## src/rtl/i2cm_pkg.sv

```systemverilog
package i2cm_pkg;

  typedef enum logic [2:0] {
    PH_IDLE,
    PH_DEV,
    PH_AHI,
    PH_ALO,
    PH_WR,
    PH_RD
  } phase_t;

  localparam logic [3:0] CODE_MEM = 4'b1010;
  localparam logic [3:0] CODE_CTL = 4'b1101;

  localparam logic [7:0] CREG_PROT = 8'h00;
  localparam logic [7:0] CREG_WEN  = 8'h01;
  localparam logic [7:0] WEN_KEY   = 8'h02;

  // protection select against the two top address bits
  function automatic logic is_protected(input logic [1:0] sel, input logic [1:0] top2);
    case (sel)
      2'd0:    is_protected = 1'b0;
      2'd1:    is_protected = (top2 == 2'b11);
      2'd2:    is_protected = top2[1];
      default: is_protected = 1'b1;
    endcase
  endfunction

endpackage

```

## src/rtl/i2cm_line_sync.sv

```systemverilog
module i2cm_line_sync #(
  parameter int STAGES = 2
) (
  input  logic clk,
  input  logic rst_n,
  input  logic scl_i,
  input  logic sda_i,
  output logic scl_s,
  output logic sda_s,
  output logic scl_rise,
  output logic scl_fall,
  output logic start_det,
  output logic stop_det
);
  logic [STAGES-1:0] scl_sh, sda_sh;
  logic scl_q, sda_q;

  always_ff @(posedge clk or negedge rst_n) begin
    if (!rst_n) begin
      scl_sh <= '1;
      sda_sh <= '1;
      scl_q  <= 1'b1;
      sda_q  <= 1'b1;
    end else begin
      scl_sh <= {scl_sh[STAGES-2:0], scl_i};
      sda_sh <= {sda_sh[STAGES-2:0], sda_i};
      scl_q  <= scl_sh[STAGES-1];
      sda_q  <= sda_sh[STAGES-1];
    end
  end

  assign scl_s     = scl_sh[STAGES-1];
  assign sda_s     = sda_sh[STAGES-1];
  assign scl_rise  = scl_s & ~scl_q;
  assign scl_fall  = ~scl_s & scl_q;
  assign start_det = scl_s & scl_q & sda_q & ~sda_s;
  assign stop_det  = scl_s & scl_q & ~sda_q & sda_s;

endmodule

```

## src/rtl/i2cm_ctl_regs.sv

```systemverilog
module i2cm_ctl_regs
  import i2cm_pkg::*;
(
  input  logic       clk,
  input  logic       rst_n,
  input  logic       stage_valid,
  input  logic [7:0] stage_addr,
  input  logic [7:0] stage_data,
  input  logic       commit,
  input  logic       discard,
  input  logic [7:0] rd_addr,
  output logic [7:0] rd_data,
  output logic [1:0] prot,
  output logic       wel
);
  logic       pend_v;
  logic [7:0] pend_a, pend_d;

  always_ff @(posedge clk or negedge rst_n) begin
    if (!rst_n) begin
      pend_v <= 1'b0;
      pend_a <= '0;
      pend_d <= '0;
      prot   <= 2'd0;
      wel    <= 1'b0;
    end else if (discard) begin
      pend_v <= 1'b0;
    end else if (commit) begin
      pend_v <= 1'b0;
      if (pend_v) begin
        if (pend_a == CREG_WEN) wel <= (pend_d == WEN_KEY);
        else if (pend_a == CREG_PROT && wel) prot <= pend_d[1:0];
      end
    end else if (stage_valid) begin
      pend_v <= 1'b1;
      pend_a <= stage_addr;
      pend_d <= stage_data;
    end
  end

  always_comb begin
    case (rd_addr)
      CREG_PROT: rd_data = {6'd0, prot};
      CREG_WEN:  rd_data = {6'd0, wel, 1'b0};
      default:   rd_data = 8'h00;
    endcase
  end

  // the latch only rises on a STOP commit
  a_r10_wel_at_stop: assert property (@(posedge clk) disable iff (!rst_n)
    $rose(wel) |-> $past(commit));

  // protection changes only while the latch was set
  a_r10_prot_needs_wel: assert property (@(posedge clk) disable iff (!rst_n)
    !$stable(prot) |-> ($past(wel) && $past(commit)));

endmodule

```

## src/rtl/i2cm_target.sv

```systemverilog
module i2cm_target
  import i2cm_pkg::*;
#(
  parameter int ADDR_W      = 11,
  parameter int PAGE_W      = 6,
  parameter int SYNC_STAGES = 2
) (
  input  logic              clk,
  input  logic              rst_n,
  input  logic              scl_i,
  input  logic              sda_i,
  output logic              sda_oe_o,
  output logic              mem_valid_o,
  input  logic              mem_ready_i,
  output logic              mem_write_o,
  output logic [ADDR_W-1:0] mem_addr_o,
  output logic [7:0]        mem_wdata_o,
  input  logic [7:0]        mem_rdata_i
);
  localparam int HI_W = ADDR_W - 8;

  logic scl_s, sda_s, scl_rise, scl_fall, start_det, stop_det;

  i2cm_line_sync #(.STAGES(SYNC_STAGES)) u_sync (
    .clk(clk), .rst_n(rst_n), .scl_i(scl_i), .sda_i(sda_i),
    .scl_s(scl_s), .sda_s(sda_s), .scl_rise(scl_rise), .scl_fall(scl_fall),
    .start_det(start_det), .stop_det(stop_det)
  );

  phase_t            ph, nxt;
  logic [3:0]        bitcnt;
  logic              in_ack;
  logic [7:0]        sh, rbyte;
  logic [HI_W-1:0]   ahi;
  logic              is_ctl;
  logic [ADDR_W-1:0] addr;
  logic              mreq_v, mreq_w;
  logic [ADDR_W-1:0] mreq_a;
  logic [7:0]        mreq_d;
  logic              sda_oe;
  logic              cst_v;
  logic [7:0]        cst_a, cst_d;
  logic [1:0]        prot;
  logic              wel;
  logic [7:0]        ctl_rd;

  i2cm_ctl_regs u_ctl (
    .clk(clk), .rst_n(rst_n),
    .stage_valid(cst_v), .stage_addr(cst_a), .stage_data(cst_d),
    .commit(stop_det), .discard(start_det),
    .rd_addr(addr[7:0]), .rd_data(ctl_rd), .prot(prot), .wel(wel)
  );

  logic [PAGE_W-1:0] pg_lo;
  logic [ADDR_W-1:0] addr_pg, addr_nx;
  logic              dev_hit, dev_ctl, wr_blocked;

  assign pg_lo      = addr[PAGE_W-1:0] + PAGE_W'(1);
  assign addr_pg    = {addr[ADDR_W-1:PAGE_W], pg_lo};
  assign addr_nx    = addr + ADDR_W'(1);
  assign dev_ctl    = (sh[7:4] == CODE_CTL);
  assign dev_hit    = (sh[7:4] == CODE_MEM) || dev_ctl;
  assign wr_blocked = is_protected(prot, addr[ADDR_W-1 -: 2]);

  always_ff @(posedge clk or negedge rst_n) begin
    if (!rst_n) begin
      ph <= PH_IDLE;  nxt <= PH_IDLE;
      bitcnt <= '0;   in_ack <= 1'b0;
      sh <= '0;       ahi <= '0;     rbyte <= '0;
      is_ctl <= 1'b0; addr <= '0;
      mreq_v <= 1'b0; mreq_w <= 1'b0; mreq_a <= '0; mreq_d <= '0;
      sda_oe <= 1'b0;
      cst_v <= 1'b0;  cst_a <= '0;   cst_d <= '0;
    end else begin
      cst_v <= 1'b0;
      if (mreq_v && mem_ready_i) begin
        mreq_v <= 1'b0;
        if (!mreq_w) rbyte <= mem_rdata_i;
      end
      if (start_det) begin
        ph <= PH_DEV; bitcnt <= '0; in_ack <= 1'b0; sda_oe <= 1'b0;
      end else if (stop_det) begin
        ph <= PH_IDLE; bitcnt <= '0; in_ack <= 1'b0; sda_oe <= 1'b0;
      end else if (ph != PH_IDLE) begin
        if (scl_rise) begin
          if (!in_ack) begin
            if (bitcnt != 4'd8) begin
              sh     <= {sh[6:0], sda_s};
              bitcnt <= bitcnt + 4'd1;
            end
          end else if (ph == PH_RD) begin
            if (sda_s) begin
              ph <= PH_IDLE;                  // master NACK ends the read
            end else begin
              if (is_ctl) rbyte <= ctl_rd;
              else begin mreq_v <= 1'b1; mreq_w <= 1'b0; mreq_a <= addr; end
              addr <= addr_nx;
            end
          end
        end else if (scl_fall) begin
          if (in_ack) begin
            in_ack <= 1'b0;
            bitcnt <= '0;
            ph     <= nxt;
            if (nxt == PH_RD) begin
              sh     <= rbyte;
              sda_oe <= ~rbyte[7];
            end else begin
              sda_oe <= 1'b0;
            end
          end else if (bitcnt == 4'd8) begin
            in_ack <= 1'b1;
            case (ph)
              PH_DEV: begin
                if (dev_hit) begin
                  sda_oe <= 1'b1;
                  is_ctl <= dev_ctl;
                  nxt    <= sh[0] ? PH_RD : PH_AHI;
                  if (sh[0]) begin
                    if (dev_ctl) rbyte <= ctl_rd;
                    else begin mreq_v <= 1'b1; mreq_w <= 1'b0; mreq_a <= addr; end
                    addr <= addr_nx;
                  end
                end else begin
                  ph <= PH_IDLE;
                end
              end
              PH_AHI: begin
                sda_oe <= 1'b1;
                ahi    <= sh[HI_W-1:0];
                nxt    <= PH_ALO;
              end
              PH_ALO: begin
                sda_oe <= 1'b1;
                addr   <= {ahi, sh};
                nxt    <= PH_WR;
              end
              PH_WR: begin
                sda_oe <= 1'b1;
                nxt    <= PH_WR;
                if (is_ctl) begin
                  cst_v <= 1'b1; cst_a <= addr[7:0]; cst_d <= sh;
                  addr  <= addr_nx;
                end else begin
                  if (!wr_blocked) begin
                    mreq_v <= 1'b1; mreq_w <= 1'b1; mreq_a <= addr; mreq_d <= sh;
                  end
                  addr <= addr_pg;
                end
              end
              PH_RD: begin
                sda_oe <= 1'b0;
                nxt    <= PH_RD;
              end
              default: ph <= PH_IDLE;
            endcase
          end else if (ph == PH_RD) begin
            sda_oe <= ~sh[7];
          end
        end
      end
    end
  end

  assign sda_oe_o    = sda_oe;
  assign mem_valid_o = mreq_v;
  assign mem_write_o = mreq_w;
  assign mem_addr_o  = mreq_a;
  assign mem_wdata_o = mreq_d;

  // a stalled request stays put
  a_r12_hold_stable: assert property (@(posedge clk) disable iff (!rst_n)
    (mem_valid_o && !mem_ready_i) |=> (mem_valid_o && $stable(mem_addr_o)
      && $stable(mem_write_o) && $stable(mem_wdata_o)));

  // no write request into the protected region
  a_r9_no_prot_write: assert property (@(posedge clk) disable iff (!rst_n)
    (mem_valid_o && mem_write_o) |-> !is_protected(prot, mem_addr_o[ADDR_W-1 -: 2]));

  // release after START or STOP
  a_r1_release_on_cond: assert property (@(posedge clk) disable iff (!rst_n)
    (start_det || stop_det) |=> !sda_oe_o);

  // drive changes only with the clock line low, bar the release
  a_r1_oe_scl_low: assert property (@(posedge clk) disable iff (!rst_n)
    (!$stable(sda_oe_o) && !$past(start_det) && !$past(stop_det)) |-> !scl_s);

endmodule

```

## config.mk

```make
export PLATFORM = sky130hd
export DESIGN_NAME = i2cm_target
export DESIGN_NICKNAME = d
export VERILOG_FILES = /design/src/rtl/i2cm_pkg.sv /design/src/rtl/i2cm_line_sync.sv /design/src/rtl/i2cm_ctl_regs.sv /design/src/rtl/i2cm_target.sv
export SDC_FILE = /design/constraint.sdc
export NUM_CORES = 1
export LEC_CHECK = 0
export ABC_CLOCK_PERIOD_IN_PS = 3100
export BUFFER_PORTS_ARGS = -buffer_cell sky130_fd_sc_hd__buf_2
export CAP_MARGIN = 15
export CORE_MARGIN = 3
export CORE_UTILIZATION = 37
export CTS_BUF_LIST = sky130_fd_sc_hd__clkbuf_8
export CTS_CLUSTER_SIZE = 16
export DETAILED_ROUTE_END_ITERATION = 7
export PLACE_DENSITY = 0.49
export SLEW_MARGIN = 30
export SYNTH_ARGS = -nofsm -noshare
export SYNTH_HDL_FRONTEND = slang
export SYNTH_SLANG_ARGS = --single-unit
export TNS_END_PERCENT = 10
```

## constraint.sdc

```tcl
create_clock -name clk -period 3.1 [get_ports clk]
set_input_delay 0.62 -clock clk [delete_from_list [all_inputs] [get_ports clk]]
set_output_delay 0.62 -clock clk [all_outputs]
set_load 0.01 [all_outputs]
```

---- Yosys cells after proc, flatten, opt, wreduce, memory -nomap -nowiden ----
Index checks and enable logic that the tools add are counted.
cells by class
  muxes and demuxes ....................... 135
  reductions and logical operators ........ 41
  bitwise gates (word level) .............. 20
  equal/unequal tests ..................... 39
  $add $sub $neg .......................... 3
operator list
  operator                 count
  $mux W11                 23
  $mux W8                  23
  $mux W1                  59
  $mux W3                  13
  $pmux W11 S3             1
  $mux W4                  8
  $reduce_and A9 Y1        3
  $reduce_and A8 Y1        3
  $pmux W11 S2             1
  $ne A4 B1 Y1 const B     5
  $reduce_bool A4 Y1       5
  $eq A8 B1 Y1 const B     2
  $logic_not A8 Y1         2
  $reduce_and A16 Y1       1
  $ne A3 B3 Y1 const B     5
  $reduce_bool A3 Y1       5
  $not A1 Y1               13
  $reduce_and A13 Y1       1
  $eq A4 B4 Y1 const B     3
  $ne A2 B2 Y1 const B     6
  $pmux W3 S4              1
  $reduce_and A12 Y1       1
  $add A11 B1 Y11 const B  1
  $reduce_and A10 Y1       1
  31 further kinds         52
storage, ports and cells
  input port bits ......................... 13
  bits in registers ....................... 107

---- Depth between registers and ports, before layout ----
Gate-level depths: netlist of run 1.
  depth in word-level cells ............... 13
  gate-level depth with buffers ........... 9

---- By module ----
A second synthesis of run 1 with hierarchy kept.
second synthesis, totals
  cells, all modules ...................... 472
  area, all modules ....................... 5410.2 um^2
by module, submodules not included
  module          cells an instance  times used  seq. area each (um^2)  area an instance (um^2)
  i2cm_target     397                1           2026.9                 4291.6
  i2cm_ctl_regs   65                 1           500.5                  928.4
  i2cm_line_sync  10                 1           157.7                  190.2

---- Least setup slack after synthesis of run 1 ----
OpenSTA, ideal clock, no wires.
  path type ............................... flip-flop to flip-flop
  from .................................... register u_sync.scl_q
  to ...................................... register addr[6]
  path slack .............................. 907 ps
  arrival ................................. 2066 ps
  clock period less this slack ............ 2193 ps
  required time ........................... 2973 ps
  cell stages (with the launch flop) ...... 8
  cells stage by stage .................... dfstp_2 -> inv_1 -> ha_1 -> or2_1 -> o32a_1 -> a2111oi_4 -> and2_4 -> mux2_1
on the way
  longest elaborated chain between the ends .. 5
  elaborated cells on any way between the ends .. 22
ends and longest elaborated chain
  item                                                  RTL line                                    source
  from (decl)                                           i2cm_line_sync.sv:16                        logic scl_q, sda_q;
  from (signal assigned)                                i2cm_line_sync.sv:27                        scl_q <= scl_sh[STAGES-1];
  $and A1 B1 Y1                                         i2cm_line_sync.sv:36, i2cm_line_sync.sv:37
  $and A1 B1 Y1, on equally long branches (2 in a row)  i2cm_line_sync.sv:37, i2cm_line_sync.sv:36
  $not A1 Y1 (no line)                                  n/a
  $reduce_and A13 Y1 (no line)                          n/a
  to (signal assigned)                                  i2cm_target.sv:97                           addr <= addr_nx;
  to (signal assigned)                                  i2cm_target.sv:122                          addr <= addr_nx;
  to (signal assigned)                                  i2cm_target.sv:135                          addr <= {ahi, sh};
  to (decl)                                             i2cm_target.sv:36                           logic [ADDR_W-1:0] addr;
Several ways; a longest one is shown, not always the timed one.
A chain may end at the register's enable or synchronous reset.

---- Worst setup path in the final report of run 1 ----
  from .................................... register u_sync.scl_q
  to ...................................... register mreq_a[9], in the netlist mem_addr_o[9]
on the way
  longest elaborated chain between the ends .. 5
  elaborated cells on any way between the ends .. 24
ends and longest elaborated chain
  item                                                  RTL line                                    source
  $and A1 B1 Y1                                         i2cm_line_sync.sv:36, i2cm_line_sync.sv:37
  $and A1 B1 Y1, on equally long branches (2 in a row)  i2cm_line_sync.sv:37, i2cm_line_sync.sv:36
  $not A1 Y1 (no line)                                  n/a
  $reduce_and A16 Y1 (no line)                          n/a
  to (signal assigned)                                  i2cm_target.sv:71                           mreq_v <= 1'b0; mreq_w <= 1'b0; mreq_a <= '0; mreq_d <= '0;
  to (signal assigned)                                  i2cm_target.sv:96                           else begin mreq_v <= 1'b1; mreq_w <= 1'b0; mreq_a <= addr; end
  to (signal assigned)                                  i2cm_target.sv:121                          else begin mreq_v <= 1'b1; mreq_w <= 1'b0; mreq_a <= addr; end
  to (decl)                                             i2cm_target.sv:38                           logic [ADDR_W-1:0] mreq_a;
Several ways; a longest one is shown, not always the timed one.

==> results of run 1 <==
## power breakdown
group | internal, W | switching [W] | total [W] | leakage, nW
clock | 0.000480 | 0.000508 | 0.000989 | 0.120
combinational | 0.000104 | 0.000151 | 0.000255 | 1.29
sequential | 0.00144 | 0.0000893 | 0.00152 | 1.47
## critical path: stages (launching register included)
cell and delay [ns]:
dfstp_2 0.56, inv_1 0.04, ha_1 0.20, buf_4 0.20, or2_1 0.25, o32a_1 0.23
nor3_2 0.15, o221ai_2 0.37, mux2_4 0.43
## state kept, by name (all words and copies together), names as in the netlist, 2 cells and up
| name | flops |
|---|---|
| u_sync.scl_sh | 2 |
| mem_wdata_o | 8 |
| u_ctl.pend_a | 8 |
| u_ctl.pend_d | 8 |
| cst_a | 8 |
| rbyte | 8 |
| cst_d | 8 |
| nxt | 3 |
| addr | 11 |
| bitcnt | 4 |
| sh | 8 |
| ahi | 3 |
| u_ctl.prot | 2 |
| mem_addr_o | 11 |
| u_sync.sda_sh | 2 |
| ph | 3 |
## stage by stage
step                      hold slack, ns  power (W)  cell area, um^2  setup slack [ns]
after floorplan                    0.324    0.00168             5340             0.907
after global placement             0.347    0.00180             5660             0.571
after detailed placement           0.352    0.00181             5670             0.529
after CTS                          0.287    0.00280             5890             0.520
after global routing               0.295    0.00291             5890             0.337
final                              0.271    0.00277             5890             0.543
## logic make-up after synthesis
kind of cell,after synthesis,share of synthesized area
fa+ha+maj,8,0.0187
simple gates,142,0.148
compound gates,84,0.105
xor+xnor,5,0.00819
buf+inv,45,0.0400
flops,107,0.502
mux,83,0.177
## synth_stat cells, drive strengths merged (6+ instances only)
| master | instances | area share |
|---|---|---|
| mux2i | 21 | 0.039 |
| nand3 | 12 | 0.012 |
| nor3 | 6 | 0.0075 |
| nand4 | 7 | 0.0082 |
| dfrtp | 101 | 0.47 |
| a21oi | 18 | 0.017 |
| ha | 8 | 0.019 |
| inv | 15 | 0.011 |
| dfstp | 6 | 0.030 |
| o21ai | 30 | 0.028 |
| buf | 18 | 0.021 |
| nand2 | 37 | 0.026 |
| clkbuf | 12 | 0.0087 |
| mux2 | 62 | 0.14 |
| nor2b | 6 | 0.0070 |
| nor2 | 28 | 0.020 |
## routing by layer
layer	wire length (um)	global-route usage	vias to the layer above
met4	213	0.0593	0
li1	-	-	1762
met1	6490	0.253	1840
met5	0	0	-
met2	5790	0.261	65
met3	372	0.0271	16
## path summary, 6_finish.rpt
kind | start | endpoint | slack, ns | cells after the start
worst max-delay path | u_sync.scl_q | mem_addr_o[9] | 0.54 | 8
worst min-delay path | rst_n | bitcnt[0] | 0.27 | 1
worst max register to register | u_sync.scl_q | mem_addr_o[9] | 0.54 | 8
worst min register to register | u_sync.scl_sh[0] | u_sync.scl_sh[1] | 0.37 | 0
max in group asynchronous | rst_n | u_ctl.pend_d[4] | 1.99 | 2
min in group clk | scl_i | u_sync.scl_sh[0] | 0.32 | 1
## layout make-up
type / count / area [um^2] / share of cell area
multi-input cells: 322 / 2440 / 0.415
repair buffers: 45 / 255 / 0.0433
clock buffers: 10 / 138 / 0.0234
flip-flops and latches: 107 / 2690 / 0.456
inverters: 15 / 56.3 / 0.00955
clock inverters: 6 / 88.8 / 0.0151
well taps: 180 / 225 / 0.0382
==> impl_results.md, run 1 <==
* Status: finished, final reports clean
* Die height at 126 um
* Depth of the CTS H-tree at 3
* Skew final at 0.0154 ns
* GRT Overall Usage at 0.173
* Non-Filler Instances at 685
* Routability Congestion at roughly 0.84
* Cells after synthesis at roughly 470
* Cell Rows at 43
* Clock Latency Late Sink at 0.39 ns
* Synth Area per Inst at 11.3 um^2
* RSZ-0062 raised after global routing: no
* Post-synth EDFFs at 0
* Sequential share of the synthesized area at 0.502
* Clk sinks at 107
* Post-DP HPWL at 8950 um
* Worst vdd ir at 0.260 mV
* CTS Buf Count at 9
* Clock Tree Buf Depth at 2
* Via/cell ratio at between 5 and 6
* Global route overflow at 0
* Distinct cells, synth at 68
* Slew headroom at 0.376
* Fill cells at about 1,400
* Ratio of cells with drive above 1 in the final layout at 0.253
* Placed cells at 669
* CP endpoint kind: flop
* Most used DFF post-synth: dfrtp_1
* Area grow syn2layout at 10.3%
* Initial cell density of the core at 0.382
* # port buffers at 34
* DRC viols at 0
* Post-Syn Nets at 495
* N_diodes at 0
* Worst setup SP type: flop
* Worst min path class: input pin to async pin
* Pwr/cell area at 470 nW/um^2
* Die W at 126 um
* Vias in the first global route at around 3,800
* Crit Path Max Fanout at 16
* Critical Path AT at 2.84 ns
* Post-CTS Setup Repair Bufs at 0
* Commonest cells after routing, fill and taps aside: 101 x dfrtp_1, 39 x mux2_2, 37 x nand2_1
* First-pass GRT wire length at 21,600 um
* Pleak at 2.88 nW
* DRT Pass-1 Iters at 4
* CTS tree: done
* Wire per inst at 18.8 um
* Final Hold Vio Count at 0
* CTS resizes at 0
* Most common cell after layout, fill and taps aside: dfrtp_1
* Setup Viol. Count Final at 0
* Async set or reset register ratio after synthesis at 1.00
* Final wirelength at roughly 13,000 um
* Fin. max-slew vios at 0
* Clock root buffer: clkbuf_8
* Max Clock Freq at 0.391 GHz
* Layout Nets at 521
* Initial antenna violation count at 0
* Routed vias at 3,683
* CTS clk-pin slew, worst paths at 0.11 ns
* Final ANT Viol Nets at 0
* Synthesized cell area at approximately 5300 um^2
* Tcrit/Tclk final at 0.825
* #FFs+latches synth at between 100 and 150
* Initial DRC count at 181
* Core region area at 14,000 um^2
* Slew @ Worst Pin at 0.936 ns
* Largest net degree at the start of global routing at 54
* IO Pins at 35
* Total Neg Setup Slack at 0 ns
* Syn. warnings at 0
* Crit Path Class: flop to flop
* Req. time, crit path at 3.38 ns
* Max-Cap Viols at 0
* Post-layout util at 0.421
* Area of the die at around 16,000 um^2
* Cts hold-fix bufs at 0
* Min Tclk post-route at 2.56 ns
Power figures use the tool's default switching activity.
==> run 2, diff against run 1 <==
- ABC_AREA: unset -> 1
- ABC_CLOCK_PERIOD_IN_PS: 3100 -> 2600
- clock period: 3.1 -> 2.6 ns (I/O delays scaled with it)
==> impl_results.md, run 2 <==
* Area grow syn2layout at 10.8% (was 10.3%)
* Most common cell after layout, fill and taps aside: nand2_1 (was dfrtp_1)
* DRC viols at 0 (unchanged)
* Sequential share of the synthesized area at 0.503 (was 0.502)
* Post-DP HPWL at 9930 um (was 8950 um)
* CTS Buf Count at 9 (unchanged)
* # port buffers at 34 (unchanged)
* GRT Overall Usage at 0.178 (was 0.173)
* Routed vias at 4,398 (was 3,683)
* Max-Cap Viols at 0 (unchanged)
* Most used DFF post-synth: dfrtp_1 (unchanged)
* Fin. max-slew vios at 0 (unchanged)
* Pwr/cell area at 525 nW/um^2 (was 470 nW/um^2)
* CTS clk-pin slew, worst paths at 0.11 ns (about the same)
* First-pass GRT wire length at 22,700 um (was 21,600 um)
* Max Clock Freq at 0.446 GHz (was 0.391 GHz)
* RSZ-0062 raised after global routing: no (unchanged)
* CP endpoint kind: flop (unchanged)
* Largest net degree at the start of global routing at 68 (was 54)
* CTS tree: done (unchanged)
* Crit Path Class: flop to flop (unchanged)
* FF-to-FF path depth at 9 (was 8)
* Die height at 126 um (about the same)
* Die W at 126 um (about the same)
* Ratio of cells with drive above 1 in the final layout at 0.138 (was 0.253)
* Status: finished, final reports clean (unchanged)
* IO Pins at 35 (unchanged)
* Critical Path AT at 2.51 ns (was 2.84 ns)
* Initial DRC count at 416 (was 181)
* Final ANT Viol Nets at 0 (unchanged)
* Clock Tree Buf Depth at 2 (unchanged)
* Placed cells at 874 (was 669)
* Top post-synthesis cells by count: 209 x nand2_1, 101 x dfrtp_1, 72 x inv_1 (was 101 x dfrtp_1, 39 x mux2_2, 37 x nand2_1)
* Slew @ Worst Pin at 0.704 ns (was 0.936 ns)
* Count leader, synth: nand2_1 (was dfrtp_1)
* Core region area at 14,000 um^2 (unchanged)
* Setup Viol. Count Final at 0 (unchanged)
* Vias in the first global route at 4,379 (was 3,808)
* Pleak at 2.97 nW (was 2.88 nW)
* Post-synth EDFFs at 0 (unchanged)
* Initial antenna violation count at 0 (unchanged)
* Min Tclk post-route at 2.24 ns (was 2.56 ns)
* Worst r2r src: u_sync.scl_q (unchanged)
* Clock Latency Late Sink at 0.40 ns (was 0.39 ns)
* Reg power frac at 0.582 (was 0.551)
* Cells after synthesis at 667 (was 474)
* Post-Syn Nets at 688 (was 495)
* Crit Path Max Fanout at 16 (unchanged)
* Switching share of power at 0.283 (was 0.270)
* Largest area contributor in the netlist: dfrtp_1 (unchanged)
* Synthesized cell area at 5340 um^2 (about the same)
* NetSw at 0.000880 W (was 0.000749 W)
* #FFs+latches synth at 107 (unchanged)
* Area contributors post-synth: dfrtp_1 47%, nand2_1 15%, o21ai_0 6.5%, nand3_1 6.1%, inv_1 5.1% (was dfrtp_1 47%, mux2_2 8.2%, mux2i_1 3.9%, dfstp_2 3.0%, mux2_4 2.8%)
* Commonest cells after routing, fill and taps aside: 209 x nand2_1, 101 x dfrtp_1, 72 x inv_1 (was 101 x dfrtp_1, 39 x mux2_2, 37 x nand2_1)
* Depth of the CTS H-tree at 3 (unchanged)
* Cts hold-fix bufs at 0 (unchanged)
* Distinct cells, synth at 40 (was 68)
* Worst vdd ir at 0.225 mV (was 0.260 mV)
* Reg2reg end: mem_wdata_o[1] (was mem_addr_o[9])
* Slew headroom at 0.529 (was 0.376)
* Tcrit/Tclk final at 0.862 (was 0.825)
* Worst R2R Setup Slack at 0.36 ns (was 0.54 ns)
* Post-CTS Setup Repair Bufs at 0 (unchanged)
* Final wirelength at 13,400 um (was 12,900 um)
* DRT Pass-1 Iters at 5 (was 4)
* Initial cell density of the core at 0.382 (about the same)
* Routability Congestion at 0.965 (was 0.840)
* Total Neg Setup Slack at 0 ns (unchanged)
* Via/cell ratio at 4.94 (was 5.38)
* Comb power frac at 0.104 (was 0.092)
* Async set or reset register ratio after synthesis at 1.00 (unchanged)
* Post-synth top area share at 0.473 (about the same)
* Synth Area per Inst at 8.01 um^2 (was 11.3 um^2)
* Critical Path Sink: mem_wdata_o[1] (was mem_addr_o[9])
* Clk sinks at 107 (unchanged)
* Syn. warnings at 0 (unchanged)
* Req. time, crit path at 2.87 ns (was 3.38 ns)
* Clock root buffer: clkbuf_8 (unchanged)
* Global route overflow at 0 (unchanged)
* Skew final at 0.0108 ns (was 0.0154 ns)
* Cell Rows at 43 (unchanged)
* CTS resizes at 0 (unchanged)
* Clock power share at 0.313 (was 0.357)
* Crit path from: u_sync.scl_q (unchanged)
* Worst min path class: input pin to async pin (unchanged)
* Area of the die at 15,900 um^2 (about the same)
* N_diodes at 0 (unchanged)
* Final Hold Vio Count at 0 (unchanged)
* Layout Nets at 726 (was 521)
* Int Power at 0.00223 W (was 0.00202 W)
* Non-Filler Instances at 890 (was 685)
* Wire per inst at 15.1 um (was 18.8 um)
* Worst setup SP type: flop (unchanged)
## run 2: cell count changes after synthesis, sizes merged, moves of 5 or more
cell    previous run  this run
a21oi             18         6
and3               5         0
clkbuf            12         5
inv               15        77
mux2              62         2
mux2i             21         0
nand2             37       212
nand3             12        67
nand4              7        12
nor2              28        42
nor2b              6         0
o21ai             30        79
## run 2: area by class of cell
| class | instances | area [um^2] |
|---|---|---|
| Fill cell | 1463 | 8070 |
| Sequential cell | 107 | 2690 |
| Multi-Input combinational cell | 463 | 2260 |
| Inverter | 78 | 295 |
| Timing Repair Buffer | 46 | 275 |
| Tap cell | 180 | 225 |
| Clock buffer | 10 | 138 |
| Clock inverter | 6 | 40.0 |
## run 2: stage by stage
stage | instance area (um^2) | setup slack, ns | total power [W] | hold slack [ns] | util
after CTS | 5920 | 0.331 | 0.00315 | 0.131 | 0.423
after global placement | 5740 | 0.443 | 0.00217 | 0.346 | 0.410
final | 5920 | 0.359 | 0.00311 | 0.114 | 0.423
after detailed placement | 5740 | 0.358 | 0.00217 | 0.349 | 0.410
after global routing | 5920 | 0.201 | 0.00326 | 0.156 | 0.423
after floorplan | 5340 | 0.708 | 0.00201 | 0.224 | -
## run 2: power groups by stage
stage | logic (W) | clock network, W | registers [W]
floorplan | 0.000194 | 0 | 0.00182
global placement | 0.000327 | 0 | 0.00184
detailed placement | 0.000330 | 0 | 0.00184
CTS | 0.000331 | 0.00101 | 0.00181
global route | 0.000375 | 0.00107 | 0.00182
finish | 0.000324 | 0.000974 | 0.00181
## run 2: worst min path at each step
stage / end / slack, ns / depth (start not counted)
floorplan: addr[0] / 0.22 / 0
global placement: u_sync.sda_sh[1] / 0.35 / 0
detailed placement: u_sync.sda_sh[1] / 0.35 / 0
CTS: cst_a[1] / 0.13 / 2
global route: u_ctl.pend_a[0] / 0.16 / 2
finish: u_ctl.pend_a[0] / 0.11 / 2
## run 2: kinds of logic after synthesis
| logic type | count (synthesis) | share of synthesized area |
|---|---|---|
| simple gates | 345 | 0.281 |
| flops | 107 | 0.503 |
| compound gates | 106 | 0.115 |
| buf+inv | 97 | 0.0745 |
| fa+ha+maj | 8 | 0.0187 |
| xor+xnor | 2 | 0.00328 |
| mux | 2 | 0.00422 |
## run 2: critical path, cell delays in order, from the launching register on
cell and delay, ns:
dfstp_2 0.57, inv_1 0.05, ha_1 0.29, inv_1 0.14
nand2_1 0.10, nor2_4 0.14, nand4_4 0.10, or2_1 0.48
nand2_1 0.19, o21ai_2 0.07
## run 2: per-layer routing
| metal | GRT usage | part of all wire |
|---|---|---|
| met1 | 0.250 | 0.50 |
| met2 | 0.278 | 0.44 |
| met3 | 0.0310 | 0.039 |
| met4 | 0.0631 | 0.022 |
| met5 | 0 | 0 |
